**src/rtl/uwire_pkg.sv**
```systemverilog
package uwire_pkg;
  typedef enum logic [1:0] {
    OP_EXT   = 2'b00,
    OP_WRITE = 2'b01,
    OP_READ  = 2'b10,
    OP_ERASE = 2'b11
  } uw_op_e;

  typedef enum logic [1:0] {
    EXT_LOCK   = 2'b00,
    EXT_FILL   = 2'b01,
    EXT_CLEAR  = 2'b10,
    EXT_UNLOCK = 2'b11
  } uw_ext_e;

  typedef enum logic [2:0] {
    S_IDLE, S_OP, S_ADDR, S_DATA, S_READ, S_DONE
  } uw_state_e;
endpackage

```
**src/rtl/uwire_rx.sv**
```systemverilog
module uwire_rx
  import uwire_pkg::*;
#(
  parameter int ADDR_W = 6,
  parameter int WORD_W = 16
) (
  input  logic              clk,
  input  logic              rst_n,
  input  logic              cs_i,
  input  logic              sclk_i,
  input  logic              sdi_i,
  input  logic [WORD_W-1:0] rdata_i,
  output logic [ADDR_W-1:0] raddr_o,
  output logic              fire_o,
  output logic [1:0]        op_o,
  output logic [ADDR_W-1:0] addr_o,
  output logic [WORD_W-1:0] data_o,
  output logic              sdo_o
);
  localparam int CW = $clog2(WORD_W + 2);

  uw_state_e         st;
  logic              sclk_q;
  logic              sclk_rise;
  logic [CW-1:0]     cnt;
  logic [1:0]        op;
  logic [ADDR_W-1:0] addr_sr;
  logic [WORD_W-1:0] data_sr;
  logic [WORD_W:0]   rd_sr;
  logic [ADDR_W-1:0] addr_full;
  logic [WORD_W-1:0] data_full;
  logic              needs_data;
  logic              addr_last;
  logic              data_last;

  assign sclk_rise = sclk_i & ~sclk_q;
  assign addr_full = {addr_sr[ADDR_W-2:0], sdi_i};
  assign data_full = {data_sr[WORD_W-2:0], sdi_i};
  assign needs_data = (op == OP_WRITE) ||
                      ((op == OP_EXT) && (addr_full[ADDR_W-1 -: 2] == EXT_FILL));
  assign addr_last = (st == S_ADDR) && (cnt == CW'(ADDR_W - 1));
  assign data_last = (st == S_DATA) && (cnt == CW'(WORD_W - 1));

  always_comb begin
    raddr_o = addr_full;
    op_o    = op;
    addr_o  = (st == S_DATA) ? addr_sr : addr_full;
    data_o  = data_full;
    fire_o  = cs_i && sclk_rise &&
              ((addr_last && !needs_data && (op != OP_READ)) || data_last);
    sdo_o   = (st == S_READ) && rd_sr[WORD_W];
  end

  always_ff @(posedge clk or negedge rst_n) begin
    if (!rst_n) sclk_q <= 1'b0;
    else        sclk_q <= sclk_i;
  end

  always_ff @(posedge clk or negedge rst_n) begin
    if (!rst_n) begin
      st      <= S_IDLE;
      cnt     <= '0;
      op      <= '0;
      addr_sr <= '0;
      data_sr <= '0;
      rd_sr   <= '0;
    end else if (!cs_i) begin
      st  <= S_IDLE;
      cnt <= '0;
    end else if (sclk_rise) begin
      unique case (st)
        S_IDLE: if (sdi_i) begin
          st  <= S_OP;
          cnt <= '0;
        end
        S_OP: begin
          op  <= {op[0], sdi_i};
          cnt <= cnt + 1'b1;
          if (cnt == CW'(1)) begin
            st  <= S_ADDR;
            cnt <= '0;
          end
        end
        S_ADDR: begin
          addr_sr <= addr_full;
          cnt     <= cnt + 1'b1;
          if (addr_last) begin
            cnt <= '0;
            if (op == OP_READ) begin
              rd_sr <= {1'b0, rdata_i};
              st    <= S_READ;
            end else if (needs_data) begin
              st <= S_DATA;
            end else begin
              st <= S_DONE;
            end
          end
        end
        S_DATA: begin
          data_sr <= data_full;
          cnt     <= cnt + 1'b1;
          if (data_last) st <= S_DONE;
        end
        S_READ: begin
          rd_sr <= {rd_sr[WORD_W-1:0], 1'b0};
          cnt   <= cnt + 1'b1;
          if (cnt == CW'(WORD_W)) st <= S_DONE;
        end
        default: ;
      endcase
    end
  end

  p_abort_idle_r8: assert property (@(posedge clk) disable iff (!rst_n)
    !cs_i |=> (st == S_IDLE));

  p_lead_zero_r2: assert property (@(posedge clk) disable iff (!rst_n)
    ((st == S_READ) && ($past(st) != S_READ)) |-> !sdo_o);
endmodule

```
**src/rtl/uwire_store.sv**
```systemverilog
module uwire_store #(
  parameter int ADDR_W = 6,
  parameter int WORD_W = 16
) (
  input  logic              clk,
  input  logic              rst_n,
  input  logic              we_i,
  input  logic              all_i,
  input  logic [ADDR_W-1:0] waddr_i,
  input  logic [WORD_W-1:0] wdata_i,
  input  logic [ADDR_W-1:0] raddr_i,
  output logic [WORD_W-1:0] rdata_o
);
  localparam int DEPTH = 1 << ADDR_W;

  logic [WORD_W-1:0] mem [DEPTH];

  for (genvar i = 0; i < DEPTH; i++) begin : g_word
    always_ff @(posedge clk or negedge rst_n) begin
      if (!rst_n) mem[i] <= '1;
      else if (we_i && (all_i || (waddr_i == ADDR_W'(i)))) mem[i] <= wdata_i;
    end
  end

  assign rdata_o = mem[raddr_i];

  p_hold_no_write_r7: assert property (@(posedge clk) disable iff (!rst_n)
    !we_i |=> ((raddr_i != $past(raddr_i)) || $stable(rdata_o)));

  p_fill_every_word_r6: assert property (@(posedge clk) disable iff (!rst_n)
    (we_i && all_i) |=> (rdata_o == $past(wdata_i)));
endmodule

```
**src/rtl/uwire_eeprom.sv**
```systemverilog
module uwire_eeprom
  import uwire_pkg::*;
#(
  parameter int ADDR_W = 6,
  parameter int WORD_W = 16
) (
  input  logic clk,
  input  logic rst_n,
  input  logic cs_i,
  input  logic sclk_i,
  input  logic sdi_i,
  output logic sdo_o
);
  logic              fire;
  logic [1:0]        op;
  logic [ADDR_W-1:0] addr;
  logic [WORD_W-1:0] data;
  logic [ADDR_W-1:0] raddr;
  logic [WORD_W-1:0] rdata;

  logic              wen_q;
  logic              prog_q;
  logic              prog_all_q;
  logic [ADDR_W-1:0] prog_addr_q;
  logic [WORD_W-1:0] prog_data_q;

  uwire_rx #(.ADDR_W(ADDR_W), .WORD_W(WORD_W)) u_rx (
    .clk     (clk),
    .rst_n   (rst_n),
    .cs_i    (cs_i),
    .sclk_i  (sclk_i),
    .sdi_i   (sdi_i),
    .rdata_i (rdata),
    .raddr_o (raddr),
    .fire_o  (fire),
    .op_o    (op),
    .addr_o  (addr),
    .data_o  (data),
    .sdo_o   (sdo_o)
  );

  always_ff @(posedge clk or negedge rst_n) begin
    if (!rst_n) begin
      wen_q       <= 1'b0;
      prog_q      <= 1'b0;
      prog_all_q  <= 1'b0;
      prog_addr_q <= '0;
      prog_data_q <= '0;
    end else begin
      prog_q <= 1'b0;
      if (fire) begin
        prog_addr_q <= addr;
        prog_all_q  <= 1'b0;
        unique case (op)
          OP_WRITE: begin
            prog_q      <= wen_q;
            prog_data_q <= data;
          end
          OP_ERASE: begin
            prog_q      <= wen_q;
            prog_data_q <= '1;
          end
          default: begin
            unique case (addr[ADDR_W-1 -: 2])
              EXT_UNLOCK: wen_q <= 1'b1;
              EXT_LOCK:   wen_q <= 1'b0;
              EXT_CLEAR: begin
                prog_q      <= wen_q;
                prog_all_q  <= 1'b1;
                prog_data_q <= '1;
              end
              default: begin
                prog_q      <= wen_q;
                prog_all_q  <= 1'b1;
                prog_data_q <= data;
              end
            endcase
          end
        endcase
      end
    end
  end

  uwire_store #(.ADDR_W(ADDR_W), .WORD_W(WORD_W)) u_store (
    .clk     (clk),
    .rst_n   (rst_n),
    .we_i    (prog_q),
    .all_i   (prog_all_q),
    .waddr_i (prog_addr_q),
    .wdata_i (prog_data_q),
    .raddr_i (raddr),
    .rdata_o (rdata)
  );

  p_sdo_low_deselect_r9: assert property (@(posedge clk) disable iff (!rst_n)
    !cs_i |=> !sdo_o);

  p_unlock_needs_select_r10: assert property (@(posedge clk) disable iff (!rst_n)
    $rose(wen_q) |-> $past(cs_i));
endmodule

```
**config.mk**
```make
export PLATFORM = sky130hd
export DESIGN_NAME = uwire_eeprom
export DESIGN_NICKNAME = d
export VERILOG_FILES = /design/src/rtl/uwire_pkg.sv /design/src/rtl/uwire_rx.sv /design/src/rtl/uwire_store.sv /design/src/rtl/uwire_eeprom.sv
export SDC_FILE = /design/constraint.sdc
export NUM_CORES = 2
export LEC_CHECK = 0
export BUFFER_PORTS_ARGS = -buffer_cell sky130_fd_sc_hd__buf_4
export CORE_UTILIZATION = 60
export DETAILED_ROUTE_END_ITERATION = 16
export PLACE_DENSITY_LB_ADDON = 0.25
export REMOVE_ABC_BUFFERS = 1
export SLEW_MARGIN = 30
export SYNTH_ARGS = -nofsm -noshare
export SYNTH_HDL_FRONTEND = slang
export SYNTH_SLANG_ARGS = --single-unit
```
**constraint.sdc**
```tcl
create_clock -name clk -period 4.4 [get_ports clk]
set_input_delay 0 -clock clk [delete_from_list [all_inputs] [get_ports clk]]
set_output_delay 0 -clock clk [all_outputs]
set_load 0.01 [all_outputs]
```
== After elaboration in Yosys (flattened, before gate mapping) ==
Cells that the tools add are included.
Word-level totals
  register bits after elaboration: 1098
  bits in latches: 0
  memory bits (writable): 0
  ROM bits: 0
  output and inout bits: 1
  memories kept: 0
Operators by class
  $add $sub $neg: 1
  multiply operators: 0
  divide/modulo/power cells: 0
  $lt $le $gt $ge: 1
  equality and inequality tests: 89
  shifts and indexed selects: 0
  mux-type cells: 31
  bitwise operators: 4
  reductions and logical operators: 156
Operator list (number)
  6-bit == test (second input constant): 32
  16-bit binary-select mux with 6-bit select: 1
  6-bit by 5-bit == test with 1-bit output (second input constant): 16
  1-bit logical AND: 72
  1-bit logical OR: 66
  16-bit one-hot mux with 2 select lines: 2
  6-bit by 4-bit == test with 1-bit output (second input constant): 8
  17-bit two-way mux: 2
  17-bit one-hot mux with 2 select lines: 1
  16-bit two-way mux: 2
  3-bit two-way mux: 9
  5-bit two-way mux: 5
  6-bit by 3-bit == test with 1-bit output (second input constant): 4
  5-bit one-hot mux with 4 select lines: 1
  3-bit one-hot mux with 5 select lines: 1
  3-bit AND reduction: 5
  6-bit by 2-bit == test with 1-bit output (second input constant): 2
  3-bit by 2-bit != test with 1-bit output (second input constant): 3
  2-bit == test (second input constant): 4
  7-bit greater-or-equal comparator (second input constant): 1
  6-bit inverter with 7-bit output: 1
  7-bit AND reduction: 1
  3-bit by 2-bit == test with 1-bit output (second input constant): 2
  6-bit by 1-bit == test with 1-bit output (second input constant): 1
  27 further kinds: 40

== Longest topological paths before layout ==
  word-level depth: 9
  gate-level depth with buffers: 10

== Cells and area by module ==
From an unflattened synthesis, not the netlist that was laid out.
Second synthesis, totals
  cell total of the unflattened synthesis: 3370
  area total of the unflattened synthesis: 52352.7 sq um
Modules (own cells, without submodules)
  uwire_store: times used 1, cells an instance 3093, area an instance 48716.7 sq um, seq. area each 26905.8 sq um
  uwire_rx: times used 1, cells an instance 210, area an instance 2636.3 sq um, seq. area each 1226.2 sq um
  uwire_eeprom: times used 1, cells an instance 67, area an instance 999.7 sq um, seq. area each 625.6 sq um

== Worst setup path after synthesis ==
Ideal clock, no wire load.
  kind: register -> register
  from: reg u_rx.st[2]
  to: reg prog_data_q[10]
  library setup time: 128 ps
  data arrival time: 2409 ps
  required time: 4272 ps
  path slack: 1863 ps
  cell stages (with the launch flop): 11
  cells stage by stage: dfrtp_1 clkbuf_1 nand3b_1 buf_2 mux2i_1 inv_1 ha_1 inv_1 o21ai_2 buf_4 mux2_1
Between the ends
  elaborated cells between the ends (all ways): 17
RTL lines
  start, declared: RTL line uwire_rx.sv:22  | uw_state_e st;
  start signal, assigned: RTL line uwire_rx.sv:61  | st <= S_IDLE;
  start signal, assigned: RTL line uwire_rx.sv:68  | st <= S_IDLE;
  start signal, assigned: RTL line uwire_rx.sv:73  | st <= S_OP;
  3-bit by 2-bit == test with 1-bit output *: RTL line uwire_rx.sv:47  | addr_o = (st == S_DATA) ? addr_sr : addr_full;
  6-bit two-way mux *: RTL line uwire_rx.sv:47
  via addr[5]: RTL line uwire_eeprom.sv:16  | logic [ADDR_W-1:0] addr;
  2-bit == test / 2-bit zero test (equally long branches): RTL line uwire_eeprom.sv:64  | unique case (addr[ADDR_W-1 -: 2])
  2-bit OR reduction (no source line)
  16-bit one-hot mux with 2 select lines / 3-bit by 1-bit != test with 1-bit output (equally long branches)
  16-bit one-hot mux with 2 select lines / 2-bit AND reduction (equally long branches)
  end signal, assigned: RTL line uwire_eeprom.sv:57  | prog_data_q <= data;
  end signal, assigned: RTL line uwire_eeprom.sv:75  | prog_data_q <= data;
  end, declared: RTL line uwire_eeprom.sv:25  | logic [WORD_W-1:0] prog_data_q;
Mark *: on every way through the listed nets, which the timed path passes. The rest lies on a longest branch.
A chain may end at the register's enable or synchronous reset.

== Worst setup path after layout ==
  from: reg u_rx.addr_sr[0]
  to: reg u_rx.rd_sr[3]
Between the ends
  cells in the longest elaborated chain, start to end: 7
RTL lines
  start, declared: RTL line uwire_rx.sv:27  | logic [ADDR_W-1:0] addr_sr;
  start signal, assigned: RTL line uwire_rx.sv:85  | addr_sr <= addr_full;
  6-bit inverter with 7-bit output (not written as such): RTL line uwire_store.sv:25  | assign rdata_o = mem[raddr_i];
  16-bit binary-select mux with 6-bit select: RTL line uwire_store.sv:25
  16-bit two-way mux (not written as such) (2 in series): RTL line uwire_store.sv:25
  17-bit two-way mux: RTL line uwire_rx.sv:89  | if (op == OP_READ) begin
  17-bit two-way mux: RTL line uwire_rx.sv:87  | if (addr_last) begin
  17-bit one-hot mux with 2 select lines: RTL line uwire_rx.sv:71  | unique case (st)
  end signal, assigned: RTL line uwire_rx.sv:90  | rd_sr <= {1'b0, rdata_i};
  end signal, assigned: RTL line uwire_rx.sv:105  | rd_sr <= {rd_sr[WORD_W-1:0], 1'b0};
  end, declared: RTL line uwire_rx.sv:29  | logic [WORD_W:0] rd_sr;
No other way between the ends. The select of a mux whose other input is x is not followed.

==> run_summary.xml <==
<?xml version="1.0" encoding="UTF-8"?>
<metrics>
  <group name="power_and_ir_drop">
    <metric name="power-per-cell-area" unit="nW/um^2">359.2</metric>
    <metric name="overall_power_consumption" unit="mW">20.63</metric>
    <metric name="ir_worst_vdd" unit="mV">0.3756</metric>
    <metric name="cellLeakagePower" unit="nW">23.02</metric>
  </group>
  <group name="global_route">
    <metric name="grtUsageTotal" unit="">0.2954</metric>
    <metric name="grt_first_pass_wirelength" unit="um">199400</metric>
    <metric name="grt_pass1_vias" unit="">32272</metric>
    <metric name="largest_net_degree_at_the_start_of_global_routing" unit="">173</metric>
    <metric name="antenna_violations_before_repair" unit="">4</metric>
    <metric name="grt.overflow.total" unit="">0</metric>
  </group>
  <group name="sta">
    <metric name="max_freq" unit="MHz">283.1</metric>
    <metric name="setup_repair_after_global_routing_missed_its_margin" unit="">false</metric>
    <metric name="finalWorstPathRequiredPeriod" unit="ps">3532</metric>
    <metric name="timing.max_slew.rel_slack" unit="">0.2791</metric>
    <metric name="clock-skew-final" unit="ps">18.76</metric>
    <metric name="slew_violations" unit="">0</metric>
    <metric name="final_min_period_over_clock_period" unit="">0.8027</metric>
    <metric name="report.final.hold_viol_count" unit="">0</metric>
    <metric name="setup_viol" unit="">0</metric>
    <metric name="worst-slew-pin-transition" unit="ps">1073</metric>
  </group>
  <group name="synth">
    <metric name="post_synth_mux_area_share" unit="">0.3635</metric>
    <metric name="synth_adder_area_share" unit="">0.001426</metric>
    <metric name="main_combinational_cell_family_by_area_after_synthesis" unit="">multiplexers</metric>
    <metric name="synth_seq_area_share" unit="">0.5462</metric>
    <metric name="yosys_warning_total" unit="">0</metric>
    <metric name="synthesis.instances" unit="">3440</metric>
    <metric name="synth-simple-area-share" unit="">0.02621</metric>
    <metric name="synth-seq-cells" unit="">1098</metric>
    <metric name="syn_avg_cell_area" unit="sq um">15.31</metric>
    <metric name="synth_compound_area_frac" unit="">0.02673</metric>
    <metric name="async_reset_ff_frac" unit="">1.000</metric>
    <metric name="post_synth_xor_area_fraction" unit="">0.0001663</metric>
    <metric name="synth_enable_flop_cells" unit="">0</metric>
    <metric name="synth.cell_area" unit="sq um">52650</metric>
    <metric name="synth_cell_type_count" unit="">61</metric>
    <metric name="synth_flop_cell" unit="">sky130_fd_sc_hd__dfstp_2</metric>
  </group>
  <group name="cts">
    <metric name="number_of_buffers_added_for_setup_after_cts" unit="">0</metric>
    <metric name="cts_tree" unit="">built</metric>
    <metric name="cts.repair.resized" unit="">0</metric>
    <metric name="cts_made_buffers" unit="">112</metric>
    <metric name="clk_transition_reported_paths" unit="ps">60</metric>
    <metric name="cts.root.buffer_cell" unit="">sky130_fd_sc_hd__clkbuf_16</metric>
    <metric name="tritoncts_num_sinks" unit="">1098</metric>
    <metric name="maximum_number_of_buffers_from_clock_root_to_sink" unit="">3</metric>
    <metric name="cts-hold-fix-buffers" unit="">4</metric>
    <metric name="cts-htree-levels" unit="">3</metric>
    <metric name="clkLatencyLatePin" unit="ps">690</metric>
  </group>
  <group name="run_status">
    <metric name="outcome" unit="">finished, final reports clean</metric>
  </group>
  <group name="die">
    <metric name="placementRows" unit="">108</metric>
    <metric name="placeableCoreArea" unit="sq um">86890</metric>
    <metric name="die_x" unit="um">298.2</metric>
    <metric name="die_h" unit="um">298.2</metric>
    <metric name="io_pins" unit="">6</metric>
    <metric name="die_area" unit="sq um">88940</metric>
    <metric name="effective_utilization_at_floorplan" unit="">0.6060</metric>
  </group>
  <group name="cells_and_area">
    <metric name="layout.nets" unit="">3336</metric>
    <metric name="n_antenna_cell" unit="">0</metric>
    <metric name="post_route_cells_drive_above_1_share" unit="">0.8040</metric>
    <metric name="synth_to_final_area_change" unit="%">9.109</metric>
    <metric name="postLayoutCellArea" unit="sq um">57450</metric>
  </group>
  <group name="detailed_routing">
    <metric name="dr_total_vias" unit="">29699</metric>
    <metric name="routed_wire_length_per_instance" unit="um">28.15</metric>
    <metric name="drc_errors" unit="">0</metric>
    <metric name="vias_per_cell" unit="">6.493</metric>
    <metric name="firstDrtPassIters" unit="">5</metric>
    <metric name="antenna_violating_nets_post_route" unit="">0</metric>
    <metric name="drt-initial-drc-count" unit="">2158</metric>
    <metric name="detail_route.wirelength" unit="um">128800</metric>
  </group>
  <group name="worst_hold_path">
    <metric name="hold_path.class" unit="">in -&gt; async</metric>
  </group>
  <group name="critical_path">
    <metric name="crit_arrival" unit="ps">4060</metric>
    <metric name="r2r_end" unit="">u_rx.rd_sr[3]</metric>
    <metric name="critical_path.cell_chain" unit="">buf_12, mux4_2, mux2i_1, o22ai_1, nor4_1, a211oi_1</metric>
    <metric name="worst-setup-path-type" unit="">reg -&gt; reg</metric>
    <metric name="cpMaxStageDelayCell" unit="">sky130_fd_sc_hd__nor4_1</metric>
    <metric name="critical_path.max_stage_delay" unit="ps">840</metric>
    <metric name="crit_required" unit="ps">4930</metric>
    <metric name="r2r-start" unit="">u_rx.addr_sr[0]</metric>
    <metric name="critPathMaxFanout" unit="">75</metric>
    <metric name="cp_startpoint_kind" unit="">flip-flop</metric>
    <metric name="worst_r2r_path_depth" unit="">6</metric>
    <metric name="ff2ff_setup_slack" unit="ps">870</metric>
    <metric name="kind_of_end_point_of_the_critical_path" unit="">flip-flop</metric>
  </group>
  <group name="placement">
    <metric name="placed_wire_length_estimate" unit="um">77210</metric>
    <metric name="placedInstanceArea" unit="sq um">53500</metric>
    <metric name="place.port_buffers" unit="">5</metric>
    <metric name="place_congestion" unit="">0.9229</metric>
  </group>
  <group name="flow_run">
    <metric name="cap_viol_max_count" unit="">0</metric>
  </group>
</metrics>
[state kept, by name (all words and copies together) (netlist names)]
signal	cells
u_rx.cnt	5
u_rx.addr_sr	6
u_rx.sclk_q	1
u_rx.rd_sr	17
prog_q	1
prog_data_q	16
prog_all_q	1
u_rx.data_sr	15
wen_q	1
prog_addr_q	6
u_rx.st	3
u_store.mem	1024
u_rx.op_o	2
[cell usage in the layout, fill, tap and decap left out, types with 22 or more instances in the layout]
cell type / count
sky130_fd_sc_hd__a21oi_1: 66
sky130_fd_sc_hd__buf_4: 106
sky130_fd_sc_hd__clkbuf_1: 25
sky130_fd_sc_hd__clkbuf_16: 118
sky130_fd_sc_hd__clkbuf_8: 29
sky130_fd_sc_hd__clkinv_2: 22
sky130_fd_sc_hd__dfrtp_1: 53
sky130_fd_sc_hd__dfstp_2: 1024
sky130_fd_sc_hd__mux2_1: 57
sky130_fd_sc_hd__mux2_2: 1164
sky130_fd_sc_hd__mux2i_1: 86
sky130_fd_sc_hd__mux4_2: 201
sky130_fd_sc_hd__nand2b_1: 42
sky130_fd_sc_hd__nor2_1: 44
sky130_fd_sc_hd__nor2b_1: 45
sky130_fd_sc_hd__nor3_1: 35
sky130_fd_sc_hd__o22ai_1: 71
[layer usage]
layer / share of wire / global-route usage
met1: 0.44 / 0.4199
met2: 0.48 / 0.4679
met3: 0.054 / 0.04762
met4: 0.030 / 0.09475
met5: 0.000085 / 0
[cell type report]
class / count / area (sq um)
clock buffer: 172 / 3446
clock inverter: 36 / 451.7
fill: 5886 / 29440
inverter: 10 / 37.54
multi-input combinational: 1977 / 22150
sequential: 1098 / 28790
tap: 1155 / 1445
timing repair buffer: 126 / 1129
[cells in the mapped netlist (all sizes together) (3+ instances only)]
library cell	n	area, sq um
nor4	17	106.4
nor2	44	165.2
mux4	201	4527
or2	7	43.80
a211oi	4	30.03
nor2b	50	312.8
nand3	6	30.03
nand2	16	62.56
a21o	16	120.1
mux2	1221	13750
nand2b	43	269.0
clkbuf	146	548.0
dfrtp	74	1852
a21oi	66	330.3
o21ai	28	203.9
buf	209	1299
nor3	36	180.2
o22ai	71	444.2
mux2i	86	860.8
nor3b	3	22.52
dfstp	1024	26910
o221ai	15	131.4
or2b	4	30.03
ha	6	75.07
inv	10	37.54
[power breakdown]
part / switching (mW) / total, mW / internal [mW]
registers: 0.0219 / 10.2 / 10.2
clock network: 3.97 / 9.92 / 5.95
logic: 0.384 / 0.538 / 0.154
total: 4.37 / 20.6 / 16.3
[through the flow]
stage | hold WS (ps) | setup WS, ps | std cells | TNS, ps | utilization
3_3_place_gp | 167.2 | 993.1 | 4359 | 0 | 0.6143
6_report | 23.01 | 868.2 | 4574 | 0 | 0.6612
5_1_grt | 58.51 | 917.6 | 4574 | 0 | 0.6612
2_1_floorplan | -295.6 | -4593 | 3085 | -80110 | -
3_5_place_dp | 164.4 | 978.4 | 4362 | 0 | 0.6157
4_1_cts | 0.1817 | 973.6 | 4574 | 0 | 0.6610
[cell families after synthesis]
kind of cell / Yosys count
AO/OA/AOI/OAI: 217
XOR/XNOR: 1
adder cells (fa/ha/maj): 6
buffers and inverters: 365
flip-flops: 1098
multiplexers: 1508
AND/OR/NAND/NOR: 245
[how the worst max path moves through the flow]
stage | startpoint | to | depth (start not counted)
6_report | u_rx.addr_sr[0] | u_rx.rd_sr[3] | 6
5_1_grt | u_rx.addr_sr[0] | u_rx.rd_sr[11] | 6
4_1_cts | u_rx.addr_sr[0] | u_rx.rd_sr[11] | 6
3_5_place_dp | u_rx.addr_sr[0] | u_rx.rd_sr[4] | 6
3_3_place_gp | u_rx.addr_sr[0] | u_rx.rd_sr[4] | 6
2_1_floorplan | u_rx.addr_sr[0] | u_rx.rd_sr[15] | 5
[worst max-delay path: cells and delay by family, from the launching register on]
kind	cells	cell delay, ps
mux	2	880
buf+inv	1	450
simple gates	1	840
flops	1	710
compound gates	2	350
Note: power is estimated with default switching activity, not from simulation.
